**src/rtl/vp_tag_pkg.sv**
```systemverilog
package vp_tag_pkg;

    localparam int WORD_W = 32;
    localparam int SEQ_W  = 12;
    localparam int VP_W   = 8;

    localparam logic [7:0]        TAG_MARK  = 8'hA5;
    localparam logic [WORD_W-1:0] CRC_POLY  = 32'h04C1_1DB7;
    localparam logic [WORD_W-1:0] CRC_SEED  = 32'hFFFF_FFFF;

    typedef enum logic [1:0] {
        TXS_IDLE,
        TXS_TAG,
        TXS_BODY,
        TXS_CRC
    } tx_state_e;

    typedef enum logic {
        RXS_COLLECT,
        RXS_PLAY
    } rx_state_e;

    typedef struct packed {
        logic              valid;
        logic              sop;
        logic              eop;
        logic [WORD_W-1:0] data;
    } lane_t;

    // One 32-bit word folded into the running CRC, MSB first.
    function automatic logic [WORD_W-1:0] crc_step(input logic [WORD_W-1:0] c,
                                                   input logic [WORD_W-1:0] d);
        logic [WORD_W-1:0] r;
        logic              fb;
        r = c;
        for (int i = WORD_W - 1; i >= 0; i--) begin
            fb = r[WORD_W-1] ^ d[i];
            r  = {r[WORD_W-2:0], 1'b0};
            if (fb) r = r ^ CRC_POLY;
        end
        return r;
    endfunction

    function automatic logic [WORD_W-1:0] make_seq_word(input logic [SEQ_W-1:0] s);
        return {{(WORD_W-SEQ_W){1'b0}}, s};
    endfunction

    function automatic logic [WORD_W-1:0] make_tag(input logic [VP_W-1:0] vp);
        return {TAG_MARK, 8'h00, vp, 8'h00};
    endfunction

    function automatic logic tag_marker_ok(input logic [WORD_W-1:0] w);
        return w[31:24] == TAG_MARK;
    endfunction

    function automatic logic [VP_W-1:0] tag_vp(input logic [WORD_W-1:0] w);
        return w[15:8];
    endfunction

endpackage

```
**src/rtl/vp_replay_table.sv**
```systemverilog
module vp_replay_table
    import vp_tag_pkg::*;
#(
    parameter int DEPTH = 8
) (
    input  logic             clk,
    input  logic             rst,
    input  logic             wr_en,
    input  logic [SEQ_W-1:0] wr_seq,
    input  logic [VP_W-1:0]  wr_vp,
    input  logic [SEQ_W-1:0] rd_seq,
    output logic [VP_W-1:0]  rd_vp
);
    localparam int IDX_W = (DEPTH > 1) ? $clog2(DEPTH) : 1;

    logic [VP_W-1:0] vp_mem [DEPTH];

    always_ff @(posedge clk) begin
        if (rst) begin
            for (int i = 0; i < DEPTH; i++) vp_mem[i] <= '0;
        end else if (wr_en) begin
            vp_mem[wr_seq[IDX_W-1:0]] <= wr_vp;
        end
    end

    assign rd_vp = vp_mem[rd_seq[IDX_W-1:0]];

endmodule

```
**src/rtl/vp_tag_tx.sv**
```systemverilog
module vp_tag_tx
    import vp_tag_pkg::*;
#(
    parameter int REPLAY_DEPTH = 8
) (
    input  logic              clk,
    input  logic              rst,
    input  logic              mr_en,
    input  logic              in_valid,
    input  logic              in_sop,
    input  logic              in_eop,
    input  logic [WORD_W-1:0] in_data,
    input  logic [SEQ_W-1:0]  in_seq,
    input  logic [VP_W-1:0]   in_vp,
    input  logic              in_retry,
    output logic              in_ready,
    output lane_t             lnk
);
    tx_state_e         state;
    logic [WORD_W-1:0] crc_q;
    logic [VP_W-1:0]   vp_q;
    logic [VP_W-1:0]   replay_vp;
    logic              start;
    logic [WORD_W-1:0] seq_w;
    logic [WORD_W-1:0] tag_w;

    assign start    = (state == TXS_IDLE) && in_valid && in_sop;
    assign in_ready = (state == TXS_BODY);
    assign seq_w    = make_seq_word(in_seq);
    assign tag_w    = make_tag(vp_q);

    vp_replay_table #(.DEPTH(REPLAY_DEPTH)) u_replay (
        .clk    (clk),
        .rst    (rst),
        .wr_en  (start && !in_retry),
        .wr_seq (in_seq),
        .wr_vp  (in_vp),
        .rd_seq (in_seq),
        .rd_vp  (replay_vp)
    );

    always_ff @(posedge clk) begin
        if (rst) begin
            state <= TXS_IDLE;
            lnk   <= '0;
            crc_q <= CRC_SEED;
            vp_q  <= '0;
        end else begin
            lnk.valid <= 1'b0;
            lnk.sop   <= 1'b0;
            lnk.eop   <= 1'b0;
            unique case (state)
                TXS_IDLE: begin
                    if (start) begin
                        lnk   <= '{valid: 1'b1, sop: 1'b1, eop: 1'b0, data: seq_w};
                        crc_q <= crc_step(CRC_SEED, seq_w);
                        vp_q  <= in_retry ? replay_vp : in_vp;
                        state <= mr_en ? TXS_TAG : TXS_BODY;
                    end
                end
                TXS_TAG: begin
                    lnk   <= '{valid: 1'b1, sop: 1'b0, eop: 1'b0, data: tag_w};
                    crc_q <= crc_step(crc_q, tag_w);
                    state <= TXS_BODY;
                end
                TXS_BODY: begin
                    if (in_valid) begin
                        lnk   <= '{valid: 1'b1, sop: 1'b0, eop: 1'b0, data: in_data};
                        crc_q <= crc_step(crc_q, in_data);
                        if (in_eop) state <= TXS_CRC;
                    end
                end
                TXS_CRC: begin
                    lnk   <= '{valid: 1'b1, sop: 1'b0, eop: 1'b1, data: ~crc_q};
                    state <= TXS_IDLE;
                end
                default: state <= TXS_IDLE;
            endcase
        end
    end

    // the sequence word is always followed at once by a non-final, non-start word
    a_r1_seq_then_body: assert property (@(posedge clk) disable iff (rst)
        (lnk.valid && lnk.sop) |=> (lnk.valid && !lnk.sop && !lnk.eop));

    // the CRC word never doubles as the start word
    a_r1_eop_not_sop: assert property (@(posedge clk) disable iff (rst)
        (lnk.valid && lnk.eop) |-> !lnk.sop);

    // after a frame ends, the link either idles or starts a new frame
    a_r1_eop_then_gap_or_new: assert property (@(posedge clk) disable iff (rst)
        (lnk.valid && lnk.eop) |=> (!lnk.valid || lnk.sop));

endmodule

```
**src/rtl/vp_tag_rx.sv**
```systemverilog
module vp_tag_rx
    import vp_tag_pkg::*;
#(
    parameter int MAX_TLP_W = 16
) (
    input  logic              clk,
    input  logic              rst,
    input  logic              mr_en,
    input  logic              in_valid,
    input  logic              in_sop,
    input  logic              in_eop,
    input  logic [WORD_W-1:0] in_data,
    output logic              in_ready,
    output lane_t             up,
    output logic [SEQ_W-1:0]  up_seq,
    output logic [VP_W-1:0]   up_vp,
    output logic              err_crc,
    output logic              err_tag,
    output logic              err_len
);
    localparam int BUF_D = MAX_TLP_W + 2;
    localparam int SAT_N = BUF_D + 1;
    localparam int CNT_W = $clog2(MAX_TLP_W + 5);
    localparam int IDX_W = $clog2(BUF_D);
    localparam logic [CNT_W-1:0] BUF_LIM = CNT_W'(BUF_D);
    localparam logic [CNT_W-1:0] SAT_LIM = CNT_W'(SAT_N);
    localparam logic [CNT_W-1:0] MAX_TLP = CNT_W'(MAX_TLP_W);

    rx_state_e         state;
    logic [CNT_W-1:0]  cnt;
    logic [CNT_W-1:0]  rd_q;
    logic [CNT_W-1:0]  last_q;
    logic              first_q;
    logic              mode_q;
    logic              tag_bad_q;
    logic [WORD_W-1:0] crc_q;
    logic [SEQ_W-1:0]  seq_q;
    logic [VP_W-1:0]   vp_q;
    logic [WORD_W-1:0] frame_mem [BUF_D];

    logic [CNT_W-1:0]  idx;
    logic              mode_now;
    logic [CNT_W-1:0]  hdr_now;
    logic [WORD_W-1:0] crc_base;
    logic              take;
    logic              crc_ok;
    logic              len_ok;
    logic              tag_bad_now;

    always_comb begin
        idx         = in_sop ? '0 : cnt;
        mode_now    = in_sop ? mr_en : mode_q;
        hdr_now     = mode_now ? CNT_W'(2) : CNT_W'(1);
        crc_base    = (idx == '0) ? CRC_SEED : crc_q;
        take        = (state == RXS_COLLECT) && in_valid;
        crc_ok      = (in_data == ~crc_base);
        len_ok      = (idx >= hdr_now + CNT_W'(1)) && (idx <= hdr_now + MAX_TLP);
        tag_bad_now = mode_now && (idx >= CNT_W'(2)) && tag_bad_q;
    end

    assign in_ready = (state == RXS_COLLECT);
    assign up_seq   = seq_q;
    assign up_vp    = vp_q;

    always_ff @(posedge clk) begin
        if (take && !in_eop && (idx < BUF_LIM)) frame_mem[idx[IDX_W-1:0]] <= in_data;
    end

    always_ff @(posedge clk) begin
        if (rst) begin
            state     <= RXS_COLLECT;
            cnt       <= '0;
            rd_q      <= '0;
            last_q    <= '0;
            first_q   <= 1'b0;
            mode_q    <= 1'b0;
            tag_bad_q <= 1'b0;
            crc_q     <= CRC_SEED;
            seq_q     <= '0;
            vp_q      <= '0;
            up        <= '0;
            err_crc   <= 1'b0;
            err_tag   <= 1'b0;
            err_len   <= 1'b0;
        end else begin
            up.valid <= 1'b0;
            up.sop   <= 1'b0;
            up.eop   <= 1'b0;
            err_crc  <= 1'b0;
            err_tag  <= 1'b0;
            err_len  <= 1'b0;
            unique case (state)
                RXS_COLLECT: begin
                    if (take && !in_eop) begin
                        crc_q <= crc_step(crc_base, in_data);
                        cnt   <= (idx < SAT_LIM) ? idx + CNT_W'(1) : SAT_LIM;
                        if (idx == '0) begin
                            seq_q     <= in_data[SEQ_W-1:0];
                            mode_q    <= mr_en;
                            vp_q      <= '0;
                            tag_bad_q <= 1'b0;
                        end
                        if ((idx == CNT_W'(1)) && mode_now) begin
                            vp_q      <= tag_vp(in_data);
                            tag_bad_q <= !tag_marker_ok(in_data);
                        end
                    end else if (take && in_eop) begin
                        cnt     <= '0;
                        err_crc <= !crc_ok;
                        err_len <= !len_ok;
                        err_tag <= tag_bad_now;
                        if (idx == '0) begin
                            mode_q <= mr_en;
                            vp_q   <= '0;
                        end
                        if (crc_ok && len_ok && !tag_bad_now) begin
                            state   <= RXS_PLAY;
                            rd_q    <= hdr_now;
                            last_q  <= idx - CNT_W'(1);
                            first_q <= 1'b1;
                        end
                    end
                end
                RXS_PLAY: begin
                    up.valid <= 1'b1;
                    up.sop   <= first_q;
                    up.eop   <= (rd_q == last_q);
                    up.data  <= frame_mem[rd_q[IDX_W-1:0]];
                    first_q  <= 1'b0;
                    rd_q     <= rd_q + CNT_W'(1);
                    if (rd_q == last_q) state <= RXS_COLLECT;
                end
                default: state <= RXS_COLLECT;
            endcase
        end
    end

    // a dropped frame never shows up as upstream data in the same cycle
    a_r6_drop_no_output: assert property (@(posedge clk) disable iff (rst)
        (err_crc || err_tag || err_len) |-> !up.valid);

    // an error report lasts a single cycle
    a_r6_crc_pulse: assert property (@(posedge clk) disable iff (rst)
        err_crc |=> !err_crc);

    // the last upstream word closes the packet
    a_r5_eop_closes: assert property (@(posedge clk) disable iff (rst)
        (up.valid && up.eop) |=> !up.valid);

    // no link word is taken while a packet is still being delivered
    a_r5_hold_while_play: assert property (@(posedge clk) disable iff (rst)
        (up.valid && !up.eop) |-> !in_ready);

    // base framing reports plane zero
    a_r3_base_vp_zero: assert property (@(posedge clk) disable iff (rst)
        (up.valid && !mode_q) |-> (up_vp == '0));

endmodule

```
**src/rtl/vp_tag_codec.sv**
```systemverilog
module vp_tag_codec
    import vp_tag_pkg::*;
#(
    parameter int MAX_TLP_W    = 16,
    parameter int REPLAY_DEPTH = 8
) (
    input  logic        clk,
    input  logic        rst,
    input  logic        mr_en,
    input  logic        tl_tx_valid,
    input  logic        tl_tx_sop,
    input  logic        tl_tx_eop,
    input  logic [31:0] tl_tx_data,
    input  logic [11:0] tl_tx_seq,
    input  logic [7:0]  tl_tx_vp,
    input  logic        tl_tx_retry,
    output logic        tl_tx_ready,
    output logic        lnk_tx_valid,
    output logic        lnk_tx_sop,
    output logic        lnk_tx_eop,
    output logic [31:0] lnk_tx_data,
    input  logic        lnk_rx_valid,
    input  logic        lnk_rx_sop,
    input  logic        lnk_rx_eop,
    input  logic [31:0] lnk_rx_data,
    output logic        lnk_rx_ready,
    output logic        tl_rx_valid,
    output logic        tl_rx_sop,
    output logic        tl_rx_eop,
    output logic [31:0] tl_rx_data,
    output logic [11:0] tl_rx_seq,
    output logic [7:0]  tl_rx_vp,
    output logic        err_crc,
    output logic        err_tag,
    output logic        err_len
);
    lane_t tx_lane;
    lane_t rx_lane;

    vp_tag_tx #(.REPLAY_DEPTH(REPLAY_DEPTH)) u_tx (
        .clk      (clk),
        .rst      (rst),
        .mr_en    (mr_en),
        .in_valid (tl_tx_valid),
        .in_sop   (tl_tx_sop),
        .in_eop   (tl_tx_eop),
        .in_data  (tl_tx_data),
        .in_seq   (tl_tx_seq),
        .in_vp    (tl_tx_vp),
        .in_retry (tl_tx_retry),
        .in_ready (tl_tx_ready),
        .lnk      (tx_lane)
    );

    vp_tag_rx #(.MAX_TLP_W(MAX_TLP_W)) u_rx (
        .clk      (clk),
        .rst      (rst),
        .mr_en    (mr_en),
        .in_valid (lnk_rx_valid),
        .in_sop   (lnk_rx_sop),
        .in_eop   (lnk_rx_eop),
        .in_data  (lnk_rx_data),
        .in_ready (lnk_rx_ready),
        .up       (rx_lane),
        .up_seq   (tl_rx_seq),
        .up_vp    (tl_rx_vp),
        .err_crc  (err_crc),
        .err_tag  (err_tag),
        .err_len  (err_len)
    );

    assign lnk_tx_valid = tx_lane.valid;
    assign lnk_tx_sop   = tx_lane.sop;
    assign lnk_tx_eop   = tx_lane.eop;
    assign lnk_tx_data  = tx_lane.data;

    assign tl_rx_valid  = rx_lane.valid;
    assign tl_rx_sop    = rx_lane.sop;
    assign tl_rx_eop    = rx_lane.eop;
    assign tl_rx_data   = rx_lane.data;

endmodule

```
**config.mk**
```make
export PLATFORM = sky130hd
export DESIGN_NAME = vp_tag_codec
export DESIGN_NICKNAME = d
export VERILOG_FILES = /design/src/rtl/vp_tag_pkg.sv /design/src/rtl/vp_replay_table.sv /design/src/rtl/vp_tag_tx.sv /design/src/rtl/vp_tag_rx.sv /design/src/rtl/vp_tag_codec.sv
export SDC_FILE = /design/constraint.sdc
export NUM_CORES = 2
export LEC_CHECK = 0
export BUFFER_PORTS_ARGS = -buffer_cell sky130_fd_sc_hd__buf_4
export CORE_MARGIN = 3
export CORE_UTILIZATION = 65
export CTS_BUF_LIST = sky130_fd_sc_hd__clkbuf_4
export CTS_CLUSTER_SIZE = 12
export DETAILED_ROUTE_END_ITERATION = 8
export PLACE_DENSITY_LB_ADDON = 0.05
export RECOVER_POWER = 25
export SLEW_MARGIN = 0
export SYNTH_ARGS = -nofsm -noshare
export SYNTH_HDL_FRONTEND = slang
export SYNTH_HIERARCHICAL = 1
export SYNTH_SLANG_ARGS = --single-unit
export TNS_END_PERCENT = 100
```
**constraint.sdc**
```tcl
create_clock -name clk -period 5.9 [get_ports clk]
set_input_delay 0.59 -clock clk [delete_from_list [all_inputs] [get_ports clk]]
set_output_delay 0.59 -clock clk [all_outputs]
set_load 0.02 [all_outputs]
```
# Word level (Yosys, flattened, before mapping)
# Memory sizes are Yosys's and may differ from the RTL's. A register that Yosys moved wholly into a read port is not among the register bits.
# Cells that the tools add are included.
# totals
register_bits	178
latch_bits	0
mem_bits_rw	640
rom_bits	0
input_bits	94
out_inout_bits	95
elab_cells	821
mem_count	2
# op_classes
n_addsub	5
mul	0
div_mod_pow	0
order_cmp	5
eq_ne	13
shift	0
n_mux	521
bitwise	215
n_reduce_logical	37
# mem_list
memory	depth	word_bits	read_ports	rd_ports_with_merged_regs	wr	line	text
u_rx.frame_mem	18	32	1	1	1	vp_tag_rx.sv:39	logic [WORD_W-1:0] frame_mem [BUF_D];
u_tx.u_replay.vp_mem	8	8	1	1	8	vp_replay_table.sv:16	logic [VP_W-1:0] vp_mem [DEPTH];
# op_table
op	n
$mux W32	344
$mux W27	127
$not A14 Y14	126
$pmux W35 S4	1
$mux W35	3
$pmux W32 S3	1
$xor A1 B1 Y1	84
$not A32 Y32	2
$mux W5	9
$mux W8	5
$eq A32 B32 Y1	1
$mux W1	21
$add A5 B1 Y5 const B	3
$reduce_and A3 Y1	5
$logic_and A1 B1 Y1	13
$lt A5 B5 Y1 const B	2
$mux W2	5
$pmux W5 S2	1
$eq A8 B8 Y1 const B	1
$pmux W2 S4	1
$reduce_and A2 Y1	4
$reduce_or A8 Y1	1
$logic_not A1 Y1	6
$ne A2 B1 Y1 const B	3
20 further kinds	27

# Depth between registers and ports, before layout
# depth
word_depth	160
mapped_depth	20
depth_no_buf	16

# Cells and area by module
# The synthesis kept the hierarchy.
# by_module_without_submodules
module	instances	cells_each	area_each_um2	seq_area_each_um2
vp_tag_rx	1	1970	31437.7	19578.8
vp_tag_tx	1	1081	10542.6	1541.5
vp_replay_table	1	193	2985.4	1921.8

# Worst setup path after synthesis
# OpenSTA, ideal clock, no wires.
# synth_timing
path_type	input-to-reg
from	input lnk_rx_sop
to	register u_rx.crc_q[12]
setup_time_ns	0.120
arrival_ns	4.450
required_time_ns	5.780
path_slack_ns	1.330
cell_stages	16
n_path_buf	2
cell_sequence	buf_1 > nor2b_1 > inv_1 > ha_1 > nor4b_2 > nor2_1 > nand2_1 > xor2_2 > xnor3_2 > xnor2_2 > xnor3_1 > buf_6 > xor3_1 > xnor2_1 > nor2_1 > a211o_1
# synth_between
elab_chain_cells	137
word_cells_on_any_way	190
cone_classes	127 x mux; 62 x bitwise; 1 x reduce/logical
# synth_rtl
element	line	text
from (decl)	vp_tag_codec.sv:23	input logic lnk_rx_sop,
$mux W5 (*)	vp_tag_rx.sv:51	idx = in_sop ? '0 : cnt;
$logic_not A5 Y1 (*)	vp_tag_rx.sv:54	crc_base = (idx == '0) ? CRC_SEED : crc_q;
$mux W32 (*)	vp_tag_rx.sv:54	
$xor A1 B1 Y1 (tied with other cells)	vp_tag_pkg.sv:37	fb = r[WORD_W-1] ^ d[i];
$mux W27 or $mux W32 (tied branches)	vp_tag_pkg.sv:39, vp_tag_rx.sv:94	
$mux W32 (*)	vp_tag_rx.sv:94	if (take && !in_eop) begin
$mux W32 (*)	vp_tag_rx.sv:92	unique case (state)
$mux W32 (*)	vp_tag_rx.sv:70	if (rst) begin
(+121 left out)	--	
$mux W32 (*)	vp_tag_rx.sv:70	
$not A14 Y14 (no line) (tied with other cells)	--	
$mux W27 or $mux W32 (tied branches)	vp_tag_pkg.sv:39, vp_tag_rx.sv:70	
$mux W32 (*)	vp_tag_rx.sv:94	
$mux W32 (*)	vp_tag_rx.sv:92	
$mux W32 (*)	vp_tag_rx.sv:70	
$not A14 Y14 (no line) or $xor A1 B1 Y1 (tied branches)	--	
$mux W27 (*)	vp_tag_pkg.sv:39	if (fb) r = r ^ CRC_POLY;
to (signal assigned)	vp_tag_rx.sv:95	crc_q <= crc_step(crc_base, in_data);
to (decl)	vp_tag_rx.sv:36	logic [WORD_W-1:0] crc_q;
# Mark *: on every way between the ends. The rest lies on a longest branch, timed or not. The select of a mux whose other input is x is not followed.
# A chain may end at the register's enable or synchronous reset.

# Worst setup path in the final report
# layout_timing
from	input lnk_rx_data[29]
to	register u_rx.crc_q[12]
# layout_between
elab_chain_cells	125
word_cells_on_any_way	162
cone_classes	117 x mux; 45 x bitwise
# layout_rtl
element	line	text
from (decl)	vp_tag_codec.sv:25	input logic [31:0] lnk_rx_data,
$xor A1 B1 Y1 (*)	vp_tag_pkg.sv:37	
$mux W27 (*)	vp_tag_pkg.sv:39	
$mux W32 (*)	vp_tag_rx.sv:94	
$mux W32 (*)	vp_tag_rx.sv:92	
$mux W32 (*)	vp_tag_rx.sv:70	
$not A14 Y14 (no line) or $mux W27 (tied branches)	--	
$mux W27 or $mux W32 (tied branches)	vp_tag_pkg.sv:39, vp_tag_rx.sv:94	
$mux W32 (*)	vp_tag_rx.sv:94	
(+109 left out)	--	
$mux W32 (*)	vp_tag_rx.sv:70	
$not A14 Y14 (no line) or $xor A1 B1 Y1 (tied branches)	--	
$mux W27	vp_tag_pkg.sv:39	
$mux W32 (*)	vp_tag_rx.sv:94	
$mux W32 (*)	vp_tag_rx.sv:92	
$mux W32 (*)	vp_tag_rx.sv:70	
$not A14 Y14 (no line)	--	
$mux W27 (*)	vp_tag_pkg.sv:39	
# Marks and branches as above.

==> impl_metrics.yaml <==
die:
  dieArea_sq_um: 72400
  die_w_um: 269
  die_h_um: 269
  ioPinCount: 189
  core_area_sq_um: 67900
  start_util_pct: 66.3
  rows: 95
placed_design:
  hpwl_um: 82800
  finalWeightedCongestion: 0.979
  port_buffers: 188
timing:
  worst_pin_slew_ns: 1.50
  report.final.slew_viol_count: 26
  slew_headroom_pct: -0.149
  hold_violations: 0
  fin_crit_ns: 5.23
  finalSetupTns_ns: 0
  rsz0062_at_grt: "false"
  fmaxAchievable_mhz: 191
  period_share_pct: 88.6
  skew_ns: 0.0541
  setup_viol: 0
critical_path:
  worstPathArrival_ns: 6.12
  worstPathMaxFanout: 25
  path_cells: "dlygate4sd3_1 -> clkbuf_1 -> xnor3_1 -> xnor2_1 -> xnor3_2 -> xnor3_2 -> xnor2_2 -> xnor3_1 -> xor3_1 -> xnor2_1 -> nor2_1 -> a211o_1"
  ff2ff_path_depth: 10
  start_kind: "primary input"
  critPathKind: "primary input to flop"
  r2r-start: "u_tx/crc_q[27]$_SDFFE_PP1P_"
  slowest_delay_ns: 1.07
  r2r_setup_slack_ns: 1.05
  critPathRequiredTime_ns: 6.79
  crit_family: "XOR/XNOR gates"
  cp_num_buf_inv: 2
  slowest_stage: "clkbuf_1"
  cp-end-kind: "flop"
  r2r-end: "u_tx/crc_q[10]$_SDFFE_PP1P_"
clocking:
  cts_resized: 0
  cts.sinks: 831
  clk_latency_ns: 1.06
  ctsHtreeMaxLevel: 4
  clkSlewWorstSetupHoldPaths_ns: 0.06
  cts_buffers: 203
  cts_root_buf: "clkbuf_4"
  clockBufferDepth: 3
  cts_tree: "yes"
synth:
  ys_warn_count: 6
  synth_top_area_share_pct: 42.7
  ys_types: 76
  synth_area_sq_um: 45000
  syn_avg_cell_area_sq_um: 13.9
  ys_top_cells_by_area: "edfxtp_1, xnor2_1, dfxtp_1, mux4_2, xnor3_1"
  synth_edf_count: 640
  ys_seq_elements: 831
  syn_inst: 3244
  yosysSeqAreaShare_pct: 51.2
  yosysTopAreaCell: "edfxtp_1"
  syn-num-nets: 3351
  async_flop_share_pct: 0
  synth_ff_type: "edfxtp_1"
status:
  violations: "capacitance limit, slew limit"
  status: "finished, violations left"
worst_hold_path:
  hold_path_class: "primary input to flop"
  hp-start: "tl_tx_data[31]"
  min_path_cells: 5
  holdPathEnd: "u_tx/lnk[31]$_SDFFE_PP0P_"
global_routing:
  grt_max_degree: 79
  grt_pass1_wl_um: 188000
  grt_overflow_total: 0
  antenna_found_initial: 2
  first_global_vias: 29600
  track_usage_pct: 35.5
drt:
  wl_per_cell_um: 26.9
  detail_route.first_pass.iterations: 6
  drc_errors: 0
  drt_iter0_markers: 3256
  vias: 29200
  ant_nets: 0
  via_per_inst: 6.25
  wirelength_um: 126000
flow_run:
  cap_violations: 1
layout:
  layout_commonest_cell: "edfxtp_1"
  areaGrowthSynthToFinish_pct: 12.8
  drive_gt1_share_pct: 22.2
  nNetsFinal: 3687
  layout_common_cells: "edfxtp_1, xnor2_1, clkbuf_4"
## cells by family (layout without fill, tap and decap cells)
logic type	count (synthesis)	in the layout	synth area share, %
simple gates	544	544	5.45
buf+inv	242	748	2.38
flops	831	831	51.2
compound gates	414	414	5.77
fa+ha+maj	13	13	0.362
xor+xnor	970	970	24.6
other cells	0	2	0
mux	230	230	10.2
## registers in the layout, summed over array words and instances (netlist names), 2 cells and up, named ones only
signal	count
u_tx/u_replay/vp_mem	64
u_rx/last_q	5
u_rx/cnt	5
u_rx/up	35
u_tx/lnk	35
u_tx/state	2
u_tx/vp_q	8
u_rx/crc_q	32
u_rx/frame_mem	576
u_tx/crc_q	32
u_rx/rd_q	5
u_rx/up_vp	8
u_rx/up_seq	12
## per-stage QoR
| step | area, sq um | hold WS [ns] | setup WS (ns) | utilization, % | instances |
|---|---|---|---|---|---|
| 2_1_floorplan | 45000 | 0.430 | 1.33 | - | 3244 |
| 3_3_place_gp | 47200 | 0.444 | 0.973 | 69.6 | 4207 |
| 3_5_place_dp | 47200 | 0.451 | 0.893 | 69.6 | 4207 |
| 4_1_cts | 50800 | 0.000695 | 1.12 | 74.9 | 4671 |
| 5_1_grt | 50700 | 0.0326 | 0.515 | 74.7 | 4673 |
| 6_report | 50700 | 0.122 | 0.674 | 74.7 | 4673 |
## how the worst max path moves through the flow
stage | from | end | slack, ns | depth (start not counted)
floorplan | lnk_rx_sop | u_rx/crc_q[12]$_SDFFE_PP1P_ | 1.33 | 16
global placement | lnk_rx_sop | u_rx/crc_q[11]$_SDFFE_PP1P_ | 0.97 | 15
detailed placement | lnk_rx_sop | u_rx/crc_q[11]$_SDFFE_PP1P_ | 0.89 | 16
CTS | u_rx/cnt[0]$_SDFFE_PP0P_ | u_rx/crc_q[11]$_SDFFE_PP1P_ | 1.12 | 15
global route | lnk_rx_data[23] | u_rx/crc_q[12]$_SDFFE_PP1P_ | 0.52 | 13
finish | lnk_rx_data[29] | u_rx/crc_q[12]$_SDFFE_PP1P_ | 0.67 | 12
## cell type report
class | count | area [sq um]
Sequential cell | 831 | 23100
Fill cell | 4314 | 17100
Inverter | 34 | 128
Antenna cell | 2 | 5.00
Clock inverter | 76 | 449
Timing Repair Buffer | 339 | 2700
Clock buffer | 299 | 2240
Tap cell | 921 | 1150
Multi-Input combinational cell | 2171 | 21000
## Yosys cell counts, types with 24 or more instances
master and instances:
buf_1 26, mux2i_1 45, buf_2 28, edfxtp_1 640, dfxtp_1 191, a21oi_1 146
xnor2_2 32, inv_1 24, o21ai_0 87, mux4_2 161, nand2_1 136, xnor3_1 120
nor2_1 218, nor3_1 82, clkbuf_1 131, xor2_1 180, xnor2_1 587, a211oi_1 45
## tightest hold or removal path, stage by stage
cell and delay, ns:
buf_4 0.12, a21oi_1 0.09, nor3_1 0.15, a21oi_1 0.06, nor2_1 0.08
## routing by layer
layer / vias to the layer above / wire [um] / part of all wire (%) / track usage, %
met4: 0 / 4450 / 3.5 / 12.8
met1: 14500 / 48200 / 38 / 49.0
met3: 285 / 13000 / 10 / 7.39
li1: 12600 / - / - / -
met5: - / 0 / 0 / 0
met2: 1798 / 59900 / 48 / 56.6
## what timing repair did
item,in CTS,in global routing
hold buffers,89,0
endpoints found under the hold margin,702,0
buffers inserted,0,0
Power is left out: the tool's default activity adds up to more than one toggle a clock period on the data nets, which glitch-free logic cannot reach.
